File: src/rtl/retire_pkg.sv
package retire_pkg;
  // What the oldest slot does in the current cycle
  typedef enum logic [1:0] {
    HEAD_WAIT   = 2'd0,
    HEAD_RETIRE = 2'd1,
    HEAD_FLUSH  = 2'd2
  } head_act_e;

  function automatic head_act_e head_decide(input logic vld, input logic done,
                                            input logic exc, input logic mis);
    if (vld && done) return (exc || mis) ? HEAD_FLUSH : HEAD_RETIRE;
    return HEAD_WAIT;
  endfunction
endpackage

File: src/rtl/rq_ptrs.sv
module rq_ptrs #(
  parameter int DEPTH = 8,
  localparam int IDX_W = $clog2(DEPTH),
  localparam int PTR_W = IDX_W + 1
) (
  input  logic             clk,
  input  logic             rst,
  input  logic             push,
  input  logic             pop,
  input  logic             flush,
  output logic [IDX_W-1:0] head_idx,
  output logic [IDX_W-1:0] tail_idx,
  output logic             full,
  output logic             empty
);
  localparam logic [PTR_W-1:0] DEPTH_P = PTR_W'(DEPTH);
  localparam logic [PTR_W-1:0] WRAP_M  = {1'b1, {IDX_W{1'b0}}};

  logic [PTR_W-1:0] head_q, tail_q, occ;

  always_ff @(posedge clk) begin
    if (rst) begin
      head_q <= '0;
      tail_q <= '0;
    end else begin
      if (pop) head_q <= head_q + 1'b1;
      if (flush)     tail_q <= head_q;
      else if (push) tail_q <= tail_q + 1'b1;
    end
  end

  assign head_idx = head_q[IDX_W-1:0];
  assign tail_idx = tail_q[IDX_W-1:0];
  assign full     = (head_q ^ tail_q) == WRAP_M;
  assign empty    = head_q == tail_q;
  assign occ      = tail_q - head_q;


  occupancy_chk: assert property (@(posedge clk) disable iff (rst)
    occ <= DEPTH_P);


  flush_empty_chk: assert property (@(posedge clk) disable iff (rst)
    flush |=> empty);


  head_step_chk: assert property (@(posedge clk) disable iff (rst)
    pop |=> head_q == $past(head_q) + 1'b1);
endmodule

File: src/rtl/rq_flags.sv
module rq_flags #(
  parameter int DEPTH = 8,
  localparam int IDX_W = $clog2(DEPTH)
) (
  input  logic             clk,
  input  logic             rst,
  input  logic             alloc_we,
  input  logic [IDX_W-1:0] alloc_idx,
  input  logic             retire_we,
  input  logic [IDX_W-1:0] retire_idx,
  input  logic             flush,
  input  logic             cmp_vld,
  input  logic [IDX_W-1:0] cmp_idx,
  input  logic             cmp_exc,
  input  logic             cmp_mis,
  output logic             cmp_ok,
  output logic [DEPTH-1:0] vld_o,
  output logic [DEPTH-1:0] done_o,
  output logic [DEPTH-1:0] exc_o,
  output logic [DEPTH-1:0] mis_o
);
  logic [DEPTH-1:0] vld_q, done_q, exc_q, mis_q;

  assign cmp_ok = cmp_vld && vld_q[cmp_idx] && !flush;

  for (genvar i = 0; i < DEPTH; i++) begin : g_slot
    logic hit_alloc, hit_ret, hit_cmp;
    assign hit_alloc = alloc_we  && (alloc_idx  == IDX_W'(i));
    assign hit_ret   = retire_we && (retire_idx == IDX_W'(i));
    assign hit_cmp   = cmp_ok    && (cmp_idx    == IDX_W'(i));

    always_ff @(posedge clk) begin
      if (rst || flush) begin
        vld_q[i]  <= 1'b0;
        done_q[i] <= 1'b0;
        exc_q[i]  <= 1'b0;
        mis_q[i]  <= 1'b0;
      end else if (hit_alloc) begin
        vld_q[i]  <= 1'b1;
        done_q[i] <= 1'b0;
        exc_q[i]  <= 1'b0;
        mis_q[i]  <= 1'b0;
      end else if (hit_ret) begin
        vld_q[i]  <= 1'b0;
        done_q[i] <= 1'b0;
      end else if (hit_cmp) begin
        done_q[i] <= 1'b1;
        exc_q[i]  <= cmp_exc;
        mis_q[i]  <= cmp_mis;
      end
    end
  end

  assign vld_o  = vld_q;
  assign done_o = done_q;
  assign exc_o  = exc_q;
  assign mis_o  = mis_q;


  flush_clear_chk: assert property (@(posedge clk) disable iff (rst)
    flush |=> vld_q == '0);


  done_needs_valid_chk: assert property (@(posedge clk) disable iff (rst)
    (done_q & ~vld_q) == '0);
endmodule

File: src/rtl/rq_store.sv
module rq_store #(
  parameter int DEPTH  = 8,
  parameter int DATA_W = 32,
  parameter int PC_W   = 32,
  parameter int REG_W  = 5,
  localparam int IDX_W = $clog2(DEPTH)
) (
  input  logic              clk,
  input  logic              alloc_we,
  input  logic [IDX_W-1:0]  alloc_idx,
  input  logic [PC_W-1:0]   alloc_pc,
  input  logic [REG_W-1:0]  alloc_dst,
  input  logic              cmp_we,
  input  logic [IDX_W-1:0]  cmp_idx,
  input  logic [DATA_W-1:0] cmp_data,
  input  logic [IDX_W-1:0]  head_idx,
  output logic [PC_W-1:0]   head_pc,
  output logic [REG_W-1:0]  head_dst,
  output logic [DATA_W-1:0] head_data,
  input  logic [IDX_W-1:0]  lk_idx,
  output logic [DATA_W-1:0] lk_data
);
  logic [PC_W-1:0]   pc_mem   [DEPTH];
  logic [REG_W-1:0]  dst_mem  [DEPTH];
  logic [DATA_W-1:0] data_mem [DEPTH];

  // Issue-time fields share one write port
  always_ff @(posedge clk) begin
    if (alloc_we) begin
      pc_mem[alloc_idx]  <= alloc_pc;
      dst_mem[alloc_idx] <= alloc_dst;
    end
  end

  // Result field written by completions
  always_ff @(posedge clk) begin
    if (cmp_we) data_mem[cmp_idx] <= cmp_data;
  end

  assign head_pc   = pc_mem[head_idx];
  assign head_dst  = dst_mem[head_idx];
  assign head_data = data_mem[head_idx];
  assign lk_data   = data_mem[lk_idx];
endmodule

File: src/rtl/retire_queue.sv
module retire_queue
  import retire_pkg::*;
#(
  parameter int DEPTH  = 8,
  parameter int DATA_W = 32,
  parameter int PC_W   = 32,
  parameter int REG_W  = 5,
  localparam int IDX_W = $clog2(DEPTH)
) (
  input  logic              clk,
  input  logic              rst,
  input  logic              alloc_req,
  input  logic [PC_W-1:0]   alloc_pc,
  input  logic [REG_W-1:0]  alloc_dst,
  output logic              alloc_rdy,
  output logic [IDX_W-1:0]  alloc_tag,
  input  logic              cmp_vld,
  input  logic [IDX_W-1:0]  cmp_tag,
  input  logic [DATA_W-1:0] cmp_data,
  input  logic              cmp_exc,
  input  logic              cmp_mispred,
  input  logic [IDX_W-1:0]  lk_tag,
  output logic              lk_hit,
  output logic [DATA_W-1:0] lk_data,
  output logic              commit_vld,
  output logic [REG_W-1:0]  commit_dst,
  output logic [DATA_W-1:0] commit_data,
  output logic              flush_vld,
  output logic              flush_exc,
  output logic [PC_W-1:0]   flush_pc
);
  logic [IDX_W-1:0]  head_idx, tail_idx;
  logic              q_full, q_empty;
  logic [DEPTH-1:0]  vld, done, exc, mis;
  logic              cmp_ok, alloc_fire, retire_now, flush_now;
  logic [PC_W-1:0]   head_pc;
  logic [REG_W-1:0]  head_dst;
  logic [DATA_W-1:0] head_data, lk_rd;
  head_act_e         act;

  assign act        = head_decide(vld[head_idx], done[head_idx], exc[head_idx], mis[head_idx]);
  assign retire_now = act == HEAD_RETIRE;
  assign flush_now  = act == HEAD_FLUSH;
  assign alloc_rdy  = !q_full && !flush_now;
  assign alloc_fire = alloc_req && alloc_rdy;
  assign alloc_tag  = tail_idx;

  rq_ptrs #(.DEPTH(DEPTH)) u_ptrs (
    .clk(clk), .rst(rst), .push(alloc_fire), .pop(retire_now), .flush(flush_now),
    .head_idx(head_idx), .tail_idx(tail_idx), .full(q_full), .empty(q_empty)
  );

  rq_flags #(.DEPTH(DEPTH)) u_flags (
    .clk(clk), .rst(rst),
    .alloc_we(alloc_fire), .alloc_idx(tail_idx),
    .retire_we(retire_now), .retire_idx(head_idx),
    .flush(flush_now),
    .cmp_vld(cmp_vld), .cmp_idx(cmp_tag), .cmp_exc(cmp_exc), .cmp_mis(cmp_mispred),
    .cmp_ok(cmp_ok),
    .vld_o(vld), .done_o(done), .exc_o(exc), .mis_o(mis)
  );

  rq_store #(.DEPTH(DEPTH), .DATA_W(DATA_W), .PC_W(PC_W), .REG_W(REG_W)) u_store (
    .clk(clk),
    .alloc_we(alloc_fire), .alloc_idx(tail_idx), .alloc_pc(alloc_pc), .alloc_dst(alloc_dst),
    .cmp_we(cmp_ok), .cmp_idx(cmp_tag), .cmp_data(cmp_data),
    .head_idx(head_idx), .head_pc(head_pc), .head_dst(head_dst), .head_data(head_data),
    .lk_idx(lk_tag), .lk_data(lk_rd)
  );

  always_ff @(posedge clk) begin
    if (rst) begin
      commit_vld  <= 1'b0;
      commit_dst  <= '0;
      commit_data <= '0;
      flush_vld   <= 1'b0;
      flush_exc   <= 1'b0;
      flush_pc    <= '0;
      lk_hit      <= 1'b0;
      lk_data     <= '0;
    end else begin
      commit_vld <= retire_now;
      flush_vld  <= flush_now;
      lk_hit     <= vld[lk_tag] && done[lk_tag];
      lk_data    <= lk_rd;
      if (retire_now) begin
        commit_dst  <= head_dst;
        commit_data <= head_data;
      end
      if (flush_now) begin
        flush_exc <= exc[head_idx];
        flush_pc  <= head_pc;
      end
    end
  end


  exc_flush_chk: assert property (@(posedge clk) disable iff (rst)
    (!q_empty && vld[head_idx] && done[head_idx] && exc[head_idx])
      |=> (flush_vld && flush_exc && !commit_vld));
endmodule

File: config.mk
export PLATFORM = sky130hd
export DESIGN_NAME = retire_queue
export DESIGN_NICKNAME = d
export VERILOG_FILES = /design/src/rtl/retire_pkg.sv /design/src/rtl/rq_ptrs.sv /design/src/rtl/rq_flags.sv /design/src/rtl/rq_store.sv /design/src/rtl/retire_queue.sv
export SDC_FILE = /design/constraint.sdc
export NUM_CORES = 1
export LEC_CHECK = 0
export CAP_MARGIN = 20
export CORE_MARGIN = 2
export CORE_UTILIZATION = 30
export DETAILED_ROUTE_END_ITERATION = 8
export GPL_ROUTABILITY_DRIVEN = 0
export SYNTH_ARGS = -nofsm -noshare
export SYNTH_HDL_FRONTEND = slang
export SYNTH_SLANG_ARGS = --single-unit
File: constraint.sdc
create_clock -name clk -period 14.75 [get_ports clk]
set_input_delay 1.475 -clock clk [delete_from_list [all_inputs] [get_ports clk]]
set_output_delay 1.475 -clock clk [all_outputs]
set_load 0.01 [all_outputs]
==> flow_metrics.tcl, run 1 <==
set metrics [dict create \
    power.density_nw_per_um2 126 \
    relSlewSlack_pct 28.2 \
    critPathMaxStageDelay_ps 920 \
    row_count 112 \
    postRouteAntennaNets 0 \
    avgSynthCellArea_um2 17.6 \
    synth_nets 1695 \
    netlist_area_um2 28100 \
    drc 0 \
    timing.rr.start "u_ptrs.head_q[2]" \
    synth-compound-area-share_pct 4.36 \
    yosys_register_bits 697 \
    synth_xor_area_share_pct 0.249 \
    port_buffers 189 \
    rsz0062_at_grt "false" \
    finalHoldViolCount 0 \
    vias_per_cell 4.98 \
    dieHeight_um 310 \
    end_kind "output pin" \
    required_ps 13280 \
    first_iter_violations 1032 \
    muxShareOfSynthArea_pct 18.0 \
    multi_input_area_um2 8190 \
    cts_buffers 75 \
    setup_viol 0 \
    core_um2 93200 \
    initial_utilization_pct 30.2 \
    clk_pin_slew_worst_paths_ps 60 \
    wl_um 71600 \
    cts_tree "built" \
    ios 190 \
    syn2layout_area_growth_pct 20.9 \
    synthTopCellsByCount "552 x edfxtp_1, 209 x mux4_2, 182 x nand2_1, 145 x dfxtp_1, 124 x nor2_1" \
    drive_gt1_share_pct 22.2 \
    async_flop_share_pct 0 \
    final.fill_count 8649 \
    drv_slew 0 \
    p_total_mw 4.27 \
    post-synth-top-count-cell "edfxtp_1" \
    synth_warnings 0 \
    timing.fmax_mhz 150 \
    clock_path_buffers 3 \
    fin_skew_ps 24.4 \
    insertion_delay_ps 620 \
    min_from "u_flags.exc_o[6]" \
    final.period_utilization_pct 45.3 \
    cts_hold_buf 0 \
    tns_ps 0 \
    grt_pass1_vias 16200 \
    wl_per_cell_um 23.1 \
    cts_root_buf "clkbuf_16" \
    cp_slowest_cell "dfxtp_4" \
    cts_resized 0 \
    grt_pass1_wl_um 105000 \
    dr.pass1.iters 7 \
    synthAdderAreaFrac_pct 0.534 \
    die_width_um 310 \
    path_cells "buf_4 -> mux4_2 -> mux2i_4 -> nand3_4 -> and2_4 -> nor2_1 -> clkdlybuf4s50_1" \
    peakVddDrop_mv 0.0999 \
    min_period_ps 6690 \
    post_cts_buffers 0 \
    synth_edf_count 552 \
    seqCellArea_um2 19500 \
    syn_inst 1602 \
    whs_ps 462 \
    design_area_um2 34000 \
    hpwl_um 40200 \
    tightest_slew_ps 1080 \
    start_kind "register" \
    clock_sinks 697 \
    startpoint "u_ptrs.head_q[2]" \
    die_area_um2 96200 \
    antenna_found_initial 14 \
    grt_usage_pct 14.9 \
    fin_nets 1874 \
    synth_top_area_cell "edfxtp_1" \
    crit_fanout 62 \
    cp.arrival_ps 5210 \
    synth_top_family_by_area "multiplexers" \
    ys_seq_area_share_pct 69.2 \
    outcome "complete, no violations" \
    htree_levels 3 \
    drv_cap 0 \
    vias 15400 \
    min_path_type "reg2reg" \
    leakage_nw 10.6 \
    synth_cell_types 47 \
    dpl_cell_area_um2 31400 \
    grt-ovfl-total 0 \
    synth_top_area_share_pct 58.9 \
    critPathKind "reg2out" \
    yosys.area_share.simple_pct 5.55 \
    synth_ff_type "edfxtp_1" \
    synth_area_leaders "edfxtp_1 59%, mux4_2 17%, dfxtp_1 10%, nand2_1 2.4%, a311oi_1 1.7%" \
    grt_max_degree 84 \
]
flip-flops by register name (all words and copies together) (netlist names), 8 cells and up:
register / cells
u_flags.done_o: 8
commit_data: 32
u_store.data_mem: 256
u_store.dst_mem: 40
lk_data: 32
u_flags.mis_o: 8
u_flags.vld_o: 8
flush_pc: 32
u_flags.exc_o: 8
u_store.pc_mem: 256
metrics by stage:
stage / worst slack [ps] / utilization, % / cells
6_report: 8060 / 36.5 / 3099
5_1_grt: 7900 / 36.5 / 3099
3_3_place_gp: 8750 / 33.7 / 2957
2_1_floorplan: 9550 / - / 1602
3_5_place_dp: 8720 / 33.7 / 2957
4_1_cts: 8050 / 36.4 / 3095
layout make-up:
| type | count | area share (%) |
|---|---|---|
| sequential | 697 | 57.3 |
| multi-input combinational | 778 | 24.1 |
| timing repair buffer | 219 | 6.26 |
| clock buffer | 98 | 6.08 |
| tap | 1254 | 4.62 |
| clock inverter | 40 | 1.50 |
| inverter | 10 | 0.110 |
| antenna | 3 | 0.0221 |
per-layer routing:
| metal | global-route usage [%] | wire [um] |
|---|---|---|
| met2 | 25.5 | 35900 |
| met4 | 4.47 | 1630 |
| met1 | 18.5 | 29000 |
| met5 | 0 | 136 |
| met3 | 3.75 | 5010 |
critical path: cells and delay by family (launching register included):
family	cells	cell delay, ps
multiplexers	2	830
buffers and inverters	2	1480
flip-flops	1	920
AND/OR/NAND/NOR	3	1200
logic make-up (layout without fill, tap and decap cells):
kind of cell    Yosys count  after routing
mux                     242            242
buf+inv                 127            367
compound gates          150            150
simple gates            366            366
other cells               0              3
fa+ha+maj                12             12
xor+xnor                  8              8
flops                   697            697
power breakdown:
part / total, mW / internal (mW) / switching, mW / leakage, nW
clock network: 1.94 / 1.17 / 0.769 / 1.26
logic: 0.168 / 0.0736 / 0.0939 / 3.15
registers: 2.17 / 2.15 / 0.0116 / 6.17
final timing paths:
| kind | endpoint | slack, ps | cells after the start |
|---|---|---|---|
| setup / recovery | alloc_rdy | 8060 | 7 |
| hold / removal | u_flags.exc_o[6] | 460 | 2 |
| setup reg to reg | u_store.pc_mem[2][19] | 9590 | 8 |
| hold reg to reg | u_flags.exc_o[6] | 460 | 2 |
cells in the final DEF, fill, tap and decap left out, types with 3 or more instances in the layout:
cell and instances:
bufinv_16 10, and2_4 3, a311oi_2 14, nand3b_1 3
a21oi_1 16, nor2_1 121, mux2i_1 32, nor3_1 9
clkbuf_16 77, clkinvlp_4 5, a21oi_4 7, a211oi_1 5
mux4_2 209, o311ai_1 12, buf_4 31, nor2_4 4
dfxtp_4 3, nand3_1 15, a221oi_1 4, a221oi_2 3
xor2_1 4, o21a_1 5, edfxtp_1 552, diode_2 3
clkdlybuf4s50_1 185, xnor2_1 4, o21ai_1 6, clkbuf_1 15
dfxtp_1 142, nand2_1 182, inv_1 8, nor3_2 3
clkbuf_8 6, o21ai_0 19, ha_1 12, a311oi_1 55
nand4b_1 14, clkinv_2 18, clkinv_8 4
Note: power is estimated with default switching activity, not from simulation.
==> inputs of run 2 (changes only) <==
clock period = 6.1 ns   (was 14.75 ns; I/O delays follow)
==> run 2 against run 1 <==
Critical path depth decreased by 2. Design area down 0.41%. Die area stayed put. Clock power increased by 130%. Clock skew is 3.9 ps higher. Routed wire length down 0.96%. Hold slack better by 12 ps. Total power increased by 140%. Largest cell class unchanged.
==> flow_metrics.tcl, run 2 (synthesized netlist as in run 1, its figures left out) <==
set metrics [dict create \
    rsz0062_at_grt "false" \
    grt_max_degree 110 \
    required_ps 5490 \
    syn2layout_area_growth_pct 20.4 \
    relSlewSlack_pct 25.7 \
    final_cell_mix "552 x edfxtp_1, 209 x mux4_2, 185 x clkdlybuf4s50_1, 182 x nand2_1, 142 x dfxtp_1" \
    cts_resized 0 \
    cts_tree "built" \
    grt-ovfl-total 0 \
    leakage_nw 10.5 \
    design_area_um2 33900 \
    met3_wirelength_um 5100 \
    dpl_cell_area_um2 31400 \
    instances_no_fill 3096 \
    tns_ps 0 \
    critPathKind "reg2out" \
    utilization_pct 36.3 \
    dieHeight_um 310 \
    initial_utilization_pct 30.2 \
    end_kind "output pin" \
    row_count 112 \
    ios 190 \
    critPathBufInv 2 \
    drive_gt1_share_pct 21.6 \
    drv_cap 0 \
    cts_root_buf "clkbuf_16" \
    port_buffers 189 \
    layout_setup_ws_ps 1240 \
    postRouteAntennaNets 0 \
    route.met2.wl_um 35100 \
    path_cells "inv_2 -> mux4_2 -> and2_4 -> nor2_1 -> clkdlybuf4s50_1" \
    fin_skew_ps 28.4 \
    min_period_ps 4860 \
    crit_fanout 56 \
    wl_um 70900 \
    vias 15700 \
    core_um2 93200 \
    dp_slack_ps 1560 \
    min_path_type "reg2reg" \
    setup_viol 0 \
    dr.pass1.iters 5 \
    whs_ps 474 \
    clock_path_buffers 3 \
    cp_slowest_cell "dfxtp_4" \
    cts_hold_buf 0 \
    outcome "complete, no violations" \
    wl_per_cell_um 22.9 \
    fin_nets 1871 \
    largestRegisters "u_store.data_mem x256, u_store.pc_mem x256, u_store.dst_mem x40" \
    clock_sinks 697 \
    cp_top_family "buffers and inverters" \
    dp_cells 2955 \
    insertion_delay_ps 620 \
    final_common_cell "edfxtp_1" \
    vias_per_cell 5.05 \
    top_layer "met5" \
    antenna_found_initial 7 \
    drc 0 \
    p_total_mw 10.2 \
    die_width_um 310 \
    first_iter_violations 1265 \
    timing.fmax_mhz 206 \
    hpwl_um 42000 \
    htree_levels 3 \
    die_area_um2 96200 \
    cp.arrival_ps 4250 \
    start_kind "register" \
    grt_pass1_vias 16300 \
    finalHoldViolCount 0 \
    grt_usage_pct 14.7 \
    grt_pass1_wl_um 105000 \
    peakVddDrop_mv 0.224 \
    drv_slew 0 \
    cts_buffers 74 \
    final.period_utilization_pct 79.7 \
    clk_pin_slew_worst_paths_ps 60 \
    power.density_nw_per_um2 300 \
    wl_met1_um 28900 \
    post_cts_buffers 0 \
    critPathMaxStageDelay_ps 890 \
    tightest_slew_ps 1110 \
]
==> run 2: cell count changes in the layout (fill, tap and decap cells not counted) <==
cell,previous run,this run
buf_16,1,0
clkbuf_1,15,16
clkbuf_16,77,76
buf_12,0,2
clkinv_2,18,16
clkinv_1,2,10
clkinv_8,4,3
bufinv_16,10,7
clkbuf_8,6,4
inv_16,0,1
clkinvlp_4,5,3
buf_4,31,28
==> run 2: cell type report <==
class	count	area, um2
clock buffer	96	2020
sequential	697	19500
inverter	10	37.5
timing repair buffer	217	2120
antenna	3	7.51
tap	1254	1570
clock inverter	41	428
fill	8642	59300
multi-input combinational	778	8190
==> run 2: final timing paths <==
path	startpoint	to	slack, ps	cells past startpoint
worst max-delay path	u_ptrs.head_q[2]	alloc_rdy	1240	5
worst min-delay path	u_flags.exc_o[0]	u_flags.exc_o[0]	470	2
worst max register to register	u_ptrs.head_q[0]	u_store.pc_mem[6][13]	1650	7
worst min register to register	u_flags.exc_o[0]	u_flags.exc_o[0]	470	2
==> run 2: per-layer routing <==
layer	global-route usage, %	up-vias
li1	-	6779
met1	19.4	8153
met2	24.6	588
met3	3.02	120
met4	4.15	10
met5	0	-
==> run 2: where the power goes <==
part           total [mW]  internal, mW  switching [mW]
clock network        4.50          2.65            1.86
registers            5.24          5.21          0.0284
logic               0.416         0.180           0.236
==> run 2: worst register-to-register path: stages, from the launching register on <==
cell     delay, ps
dfxtp_4        910
mux4_2         650
mux2i_4        190
nand3_4        410
nand2_1        440
nand2_1        260
nor3_2         850
buf_4          420
